`src/rtl/smul_pkg.sv`:
```
package smul_pkg;
  typedef enum logic {
    ST_IDLE = 1'b0,
    ST_RUN  = 1'b1
  } smul_state_e;
endpackage

```
`src/rtl/smul_ctrl.sv`:
```
module smul_ctrl #(
  parameter int N = 16
) (
  input  logic clk_i,
  input  logic rst_ni,
  input  logic start_i,
  output logic load_o,
  output logic step_o,
  output logic last_o,
  output logic busy_o,
  output logic done_o
);
  import smul_pkg::*;

  localparam int CW = (N > 2) ? $clog2(N) : 1;
  localparam logic [CW-1:0] LAST_IDX = CW'(N - 1);

  smul_state_e   state_q;
  logic [CW-1:0] cnt_q;
  logic          done_q;

  assign busy_o = (state_q == ST_RUN);
  assign load_o = start_i && (state_q == ST_IDLE);
  assign step_o = busy_o;
  assign last_o = busy_o && (cnt_q == LAST_IDX);
  assign done_o = done_q;

  always_ff @(posedge clk_i or negedge rst_ni) begin
    if (!rst_ni) begin
      state_q <= ST_IDLE;
      cnt_q   <= '0;
      done_q  <= 1'b0;
    end else begin
      done_q <= last_o;
      if (load_o) begin
        state_q <= ST_RUN;
        cnt_q   <= '0;
      end else if (step_o) begin
        cnt_q <= cnt_q + CW'(1);
        if (last_o) state_q <= ST_IDLE;
      end
    end
  end
endmodule

```
`src/rtl/smul_opreg.sv`:
```
module smul_opreg #(
  parameter int N = 16
) (
  input  logic           clk_i,
  input  logic           rst_ni,
  input  logic           load_i,
  input  logic           step_i,
  input  logic [N-1:0]   a_i,
  input  logic [N-1:0]   b_i,
  output logic [2*N-1:0] mcand_o,
  output logic           bit_o
);
  localparam int P = 2 * N;

  logic [P-1:0] a_ext;
  logic [P-1:0] mcand_q;
  logic [N-1:0] mplier_q;

  // sign-extension stage on the multiplicand path
  for (genvar i = 0; i < P; i++) begin : g_sext
    if (i < N) begin : g_lo
      assign a_ext[i] = a_i[i];
    end else begin : g_hi
      assign a_ext[i] = a_i[N-1];
    end
  end

  always_ff @(posedge clk_i or negedge rst_ni) begin
    if (!rst_ni) begin
      mcand_q  <= '0;
      mplier_q <= '0;
    end else if (load_i) begin
      mcand_q  <= a_ext;
      mplier_q <= b_i;
    end else if (step_i) begin
      mcand_q  <= {mcand_q[P-2:0], 1'b0};
      mplier_q <= {1'b0, mplier_q[N-1:1]};
    end
  end

  assign mcand_o = mcand_q;
  assign bit_o   = mplier_q[0];
endmodule

```
`src/rtl/smul_accum.sv`:
```
module smul_accum #(
  parameter int N = 16
) (
  input  logic           clk_i,
  input  logic           rst_ni,
  input  logic           load_i,
  input  logic           step_i,
  input  logic           sub_i,
  input  logic           bit_i,
  input  logic [2*N-1:0] mcand_i,
  output logic [2*N-1:0] acc_o
);
  localparam int P = 2 * N;

  logic [P-1:0] acc_q;
  logic [P-1:0] addend;
  logic [P-1:0] operand;
  logic [P-1:0] sum;

  // zero partial product when the bit is clear; ~0 + 1 wraps to no change
  assign addend  = bit_i ? mcand_i : '0;
  assign operand = sub_i ? ~addend : addend;
  assign sum     = acc_q + operand + {{(P-1){1'b0}}, sub_i};

  always_ff @(posedge clk_i or negedge rst_ni) begin
    if (!rst_ni)      acc_q <= '0;
    else if (load_i)  acc_q <= '0;
    else if (step_i)  acc_q <= sum;
  end

  assign acc_o = acc_q;
endmodule

```
`src/rtl/shift_add_smul.sv`:
```
module shift_add_smul #(
  parameter int N = 16
) (
  input  logic           clk_i,
  input  logic           rst_ni,
  input  logic           start_i,
  input  logic [N-1:0]   a_i,
  input  logic [N-1:0]   b_i,
  output logic           busy_o,
  output logic           done_o,
  output logic [2*N-1:0] product_o
);
  logic           load;
  logic           step;
  logic           last;
  logic           opr_bit;
  logic [2*N-1:0] mcand;

  smul_ctrl #(.N(N)) i_ctrl (
    .clk_i   (clk_i),
    .rst_ni  (rst_ni),
    .start_i (start_i),
    .load_o  (load),
    .step_o  (step),
    .last_o  (last),
    .busy_o  (busy_o),
    .done_o  (done_o)
  );

  smul_opreg #(.N(N)) i_opreg (
    .clk_i   (clk_i),
    .rst_ni  (rst_ni),
    .load_i  (load),
    .step_i  (step),
    .a_i     (a_i),
    .b_i     (b_i),
    .mcand_o (mcand),
    .bit_o   (opr_bit)
  );

  smul_accum #(.N(N)) i_accum (
    .clk_i   (clk_i),
    .rst_ni  (rst_ni),
    .load_i  (load),
    .step_i  (step),
    .sub_i   (last),
    .bit_i   (opr_bit),
    .mcand_i (mcand),
    .acc_o   (product_o)
  );
endmodule

```
`config.mk`:
```
export PLATFORM = sky130hd
export DESIGN_NAME = shift_add_smul
export DESIGN_NICKNAME = d
export VERILOG_FILES = /design/src/rtl/smul_pkg.sv /design/src/rtl/smul_ctrl.sv /design/src/rtl/smul_opreg.sv /design/src/rtl/smul_accum.sv /design/src/rtl/shift_add_smul.sv
export SDC_FILE = /design/constraint.sdc
export NUM_CORES = 1
export LEC_CHECK = 0
export ABC_AREA = 1
export BUFFER_PORTS_ARGS = -buffer_cell sky130_fd_sc_hd__buf_2
export CORE_ASPECT_RATIO = 0.8
export CORE_UTILIZATION = 56
export DETAILED_ROUTE_END_ITERATION = 16
export GPL_ROUTABILITY_DRIVEN = 0
export PLACE_DENSITY = 0.77
export SLEW_MARGIN = 10
export SYNTH_ARGS = -nofsm -noshare
export SYNTH_HDL_FRONTEND = slang
export SYNTH_SLANG_ARGS = --single-unit
```
`constraint.sdc`:
```
create_clock -name clk_i -period 4.7 [get_ports clk_i]
set_input_delay 0.94 -clock clk_i [delete_from_list [all_inputs] [get_ports clk_i]]
set_output_delay 0.94 -clock clk_i [all_outputs]
set_load 0.05 [all_outputs]
```
After elaboration in Yosys (flattened, before gate mapping) --
Cells that the tools add are included.
Word-level totals: bits in registers 86
Cells by class: add/sub/neg operators 3, equality and inequality tests 1, multiplexer cells 13, bitwise logic cells 2, reduce and logical (&&, ||, !) cells 3
Operators with widths (count):
- 32-bit 2-to-1 mux | 6
- 32-bit by 1-bit adder with 32-bit output | 1
- 32-bit adder | 1
- 16-bit 2-to-1 mux | 2
- 32-bit inverter | 1
- 4-bit 2-to-1 mux | 2
- 4-bit by 1-bit adder with 4-bit output (second input constant) | 1
- 4-bit == test (second input constant) | 1
- 1-bit 2-to-1 mux | 3
- 1-bit logical AND | 2
- 2-bit nonzero test | 1
- 1-bit inverter | 1

Logic depth before layout (Yosys ltp) --
depth after elaboration 7, mapped depth 19, mapped depth without buffers 19

Hierarchy --
A second synthesis with hierarchy kept.
Unflattened totals: cells, all modules 902, area, all modules 6200.9 um^2
Modules (own cells, without submodules):
- smul_accum | instances 1, cells an instance 626, area an instance 3824.9 um^2, sequential area each 800.8 um^2
- smul_opreg | instances 1, cells an instance 243, area an instance 2103.3 um^2, sequential area each 1201.2 um^2
- smul_ctrl | instances 1, cells an instance 33, area an instance 272.8 um^2, sequential area each 150.1 um^2

Least setup slack after synthesis --
OpenSTA, ideal clock, no wires.
path type reg-to-reg, start reg i_ctrl.state_q, in the netlist i_ctrl.busy_o, end reg i_accum.acc_q[18], in the netlist i_accum.acc_o[18], data arrival time 2.816 ns, required time 4.617 ns, slack 1.801 ns, cell stages (with the launch flop) 16, path buffers 2, period minus slack after synthesis 2.899 ns, cells stage by stage dfrtp_1 -> buf_4 -> nand2_4 -> nor2_2 -> buf_2 -> xnor2_1 -> ha_1 -> a21oi_1 -> nand2_1 -> a21boi_1 -> o21bai_1 -> nand3_1 -> nand2_1 -> nand2_1 -> nand2_1 -> o21ai_0
On the way: word-level cells in the longest chain between the ends 6
Ends and longest elaborated chain:
- start: declaration | line smul_ctrl.sv:18 | smul_state_e state_q;
- start signal: assignment | line smul_ctrl.sv:30 | state_q <= ST_IDLE;
- start signal: assignment | line smul_ctrl.sv:36 | state_q <= ST_RUN;
- start signal: assignment | line smul_ctrl.sv:40 | if (last_o) state_q <= ST_IDLE;
- 1-bit logical AND | line smul_ctrl.sv:25 | assign last_o = busy_o && (cnt_q == LAST_IDX);
- 32-bit 2-to-1 mux | line smul_accum.sv:22 | assign operand = sub_i ? ~addend : addend;
- 32-bit adder | line smul_accum.sv:23 | assign sum = acc_q + operand + {{(P-1){1'b0}}, sub_i};
- 32-bit by 1-bit adder with 32-bit output | line smul_accum.sv:23
- 32-bit 2-to-1 mux | line smul_accum.sv:28 | else if (step_i) acc_q <= sum;
- 32-bit 2-to-1 mux | line smul_accum.sv:27 | else if (load_i) acc_q <= '0;
- end signal: assignment | line smul_accum.sv:28
- end: declaration | line smul_accum.sv:15 | logic [P-1:0] acc_q;
Parallel ways exist; a longest one is shown, timed or not. The select of a mux whose other input is x is not followed. A chain may end at the register's enable or synchronous reset.

Final worst setup path --
start reg i_ctrl.cnt_q[0], end reg i_accum.acc_q[25], in the netlist i_accum.acc_o[25]
On the way: word-level cells in the longest chain between the ends 7
Ends and longest elaborated chain:
- start: declaration | line smul_ctrl.sv:19 | logic [CW-1:0] cnt_q;
- start signal: assignment | line smul_ctrl.sv:39 | cnt_q <= cnt_q + CW'(1);
- 4-bit == test * | line smul_ctrl.sv:25
- 1-bit logical AND * | line smul_ctrl.sv:25
- 32-bit 2-to-1 mux | line smul_accum.sv:22
- 32-bit adder | line smul_accum.sv:23
- 32-bit by 1-bit adder with 32-bit output * | line smul_accum.sv:23
- 32-bit 2-to-1 mux * | line smul_accum.sv:28
- 32-bit 2-to-1 mux * | line smul_accum.sv:27
Every way passes the cells marked *; elsewhere a longest branch is shown, timed or not. The select of a mux whose other input is x is not followed.

==> metrics.csv <==
metric;value;unit
path_class;register to register;
arrival;3650;ps
seq_area_frac_synth;0.3742;
layout_min_cycle_time;3412;ps
syn_nets;860;
vdd_ir_drop_max;0.2934;mV
post_cts_resized;0;
synthTopCellsByArea;dfrtp_1 (37%), nand2_1 (18%), ha_1 (8.3%);
cts_tree;yes;
synth_cell_types;43;
start_util;0.5864;
final_nets;918;
synth_top_cell_by_area;dfrtp_1;
hold_path_class;register to register;
cts_setup_buffers;0;
path_max_fanout;19;
io_pins;69;
finalSetupTns;0;ps
area_growth;12.94;%
finClkSkew;8.805;ps
first_pass_iters;5;
timing.hold.ws;493.0;ps
port_buffers;68;
p_sw;2512;uW
status;finished clean;
core;9809;um^2
power_frac_clock;0.144;
syn_inst;786;
track_usage;0.3027;
cts_hold_buffers;0;
route.vias.total;5543;
ys_ff_latch;86;
swShare;0.5216;
grt_pass1_vias;5353;
drc;0;
seqCellArea;2153;um^2
leakage;0.003115;uW
grt_max_degree;65;
grt_antenna_before_repair;0;
synth_ff_type;dfrtp_1;
vias_per_cell;5.627;
grt_pass1_wl;25.07;mm
cts_sinks;86;
cap_viol_max_count;0;
cts.htree.levels;3;
ys_warn_count;0;
clkTransAtPathRegs;70;ps
synth-edff-count;0;
combPwrFrac;0.572;
die_w;115.3;um
tightest_slew;809.4;ps
overflow;0;
synth_async_sr_flop_share;1.000;
crit_path_start_kind;register;
min_period_over_period;0.7259;
setup_viol;0;
yosysTopAreaCellShare;0.3742;
dp.final_hpwl;10.97;mm
clockBufferDepth;2;
diodes;0;
ant_nets;0;
clk_latency;350;ps
wl;14.82;mm
drv_slew;0;
fp.dieH;92.65;um
power.density;741.2;nW/um^2
cts-root-buf;clkbuf_16;
multiInputGateArea;3287;um^2
syn_area;5752;um^2
final_layout_size_suffix_gt1_frac;0.1272;
power.internal;2304;uW
slew_headroom;0.4604;
die-area;10680;um^2
first_iter_violations;400;
rows;32;
avgRoutedWirePerCell;15.04;um
fmax;293.1;MHz
nFillCells;895;
finalHoldViolations;0;
required;4930;ps
synth_common_cells;nand2_1 (274), dfrtp_1 (86), nor2_1 (55);
cp-end-kind;register;
rsz0062_at_grt;false;
synth.avg_cell_area;7.318;um^2
seqPwrFrac;0.283;
cts_buffers;9;
synthMostInstantiatedCell;nand2_1;
==> layout make-up <==
type,instances,share of cell area
Sequential cell,86,0.3315
Timing Repair Buffer,75,0.06086
Clock inverter,5,0.006356
Clock buffer,11,0.03737
Inverter,55,0.03178
Tap cell,136,0.02619
Multi-Input combinational cell,617,0.5060
==> layout by cell type (no fill, tap or decap), drive strengths merged, types with 31 or more instances in the layout <==
master and count:
nand2 283, dfrtp 86, buf 75, nor2 56, inv 55, a21oi 52
nand3 50, o21ai 50, ha 38, xnor2 31
==> metal layers <==
| metal | wire length, um | global-route usage | up-vias |
|---|---|---|---|
| met2 | 6578 | 0.4755 | 217 |
| met5 | 0 | 0 | - |
| met1 | 6895 | 0.4173 | 2594 |
| met3 | 1124 | 0.06217 | 26 |
| met4 | 216 | 0.09524 | 0 |
| li1 | - | - | 2706 |
==> metrics by stage <==
stage	worst slack (ps)	instance area (um^2)	instances	total power, uW	util
after detailed placement	1376	6212	969	4080	0.6333
after CTS	1363	6496	985	4789	0.6622
after global routing	1023	6496	985	5205	0.6622
final	1288	6496	985	4815	0.6622
after global placement	1486	6212	969	3989	0.6333
after floorplan	1801	5752	786	3402	-
==> cells by family (layout without fill, tap and decap cells) <==
logic type / Yosys count / count (layout) / synth area share
xor gates and xnor gates: 33 / 33 / 0.05025
adders and majority gates: 39 / 39 / 0.08614
AOI/OAI and AO/OA: 140 / 140 / 0.1455
buffers and inverters: 83 / 146 / 0.05656
and+or+nand+nor: 405 / 405 / 0.2874
DFF: 86 / 86 / 0.3742
==> worst paths after layout <==
kind	from	end	slack, ps	cells after the start
hold / removal	i_opreg.mplier_q[5]	i_opreg.mplier_q[4]	490	2
setup reg to reg	i_ctrl.cnt_q[0]	i_accum.acc_o[25]	1290	14
max in group asynchronous	rst_ni	i_opreg.mcand_o[29]	3210	2
hold reg to reg	i_opreg.mplier_q[5]	i_opreg.mplier_q[4]	490	2
min in group asynchronous	rst_ni	i_accum.acc_o[6]	660	1
setup / recovery	i_ctrl.cnt_q[0]	i_accum.acc_o[25]	1290	14
==> power by group through the flow <==
stage / logic [uW] / clock network (uW) / registers, uW
floorplan: 1610 / 0 / 1790
global placement: 2630 / 0 / 1350
detailed placement: 2710 / 0 / 1370
CTS: 2720 / 706 / 1360
global route: 3070 / 734 / 1410
finish: 2750 / 696 / 1360
==> sequential cells by signal, indices dropped and copies added (netlist names) <==
name,count
i_ctrl.done_o,1
i_ctrl.cnt_q,4
i_opreg.mplier_q,16
i_ctrl.busy_o,1
i_opreg.mcand_o,32
i_accum.acc_o,32
==> worst max-delay path, cell delays in order (launching register included) <==
cell,delay (ps)
dfrtp_1,390
ha_1,200
nand2_1,140
nor2_4,390
buf_4,380
xnor2_1,220
ha_1,340
a21oi_1,230
o21ai_0,170
a21oi_1,210
nor2_1,90
nor3_1,240
nand3_1,120
nand3_1,120
nand2_1,60
Power figures use the tool's default switching activity.
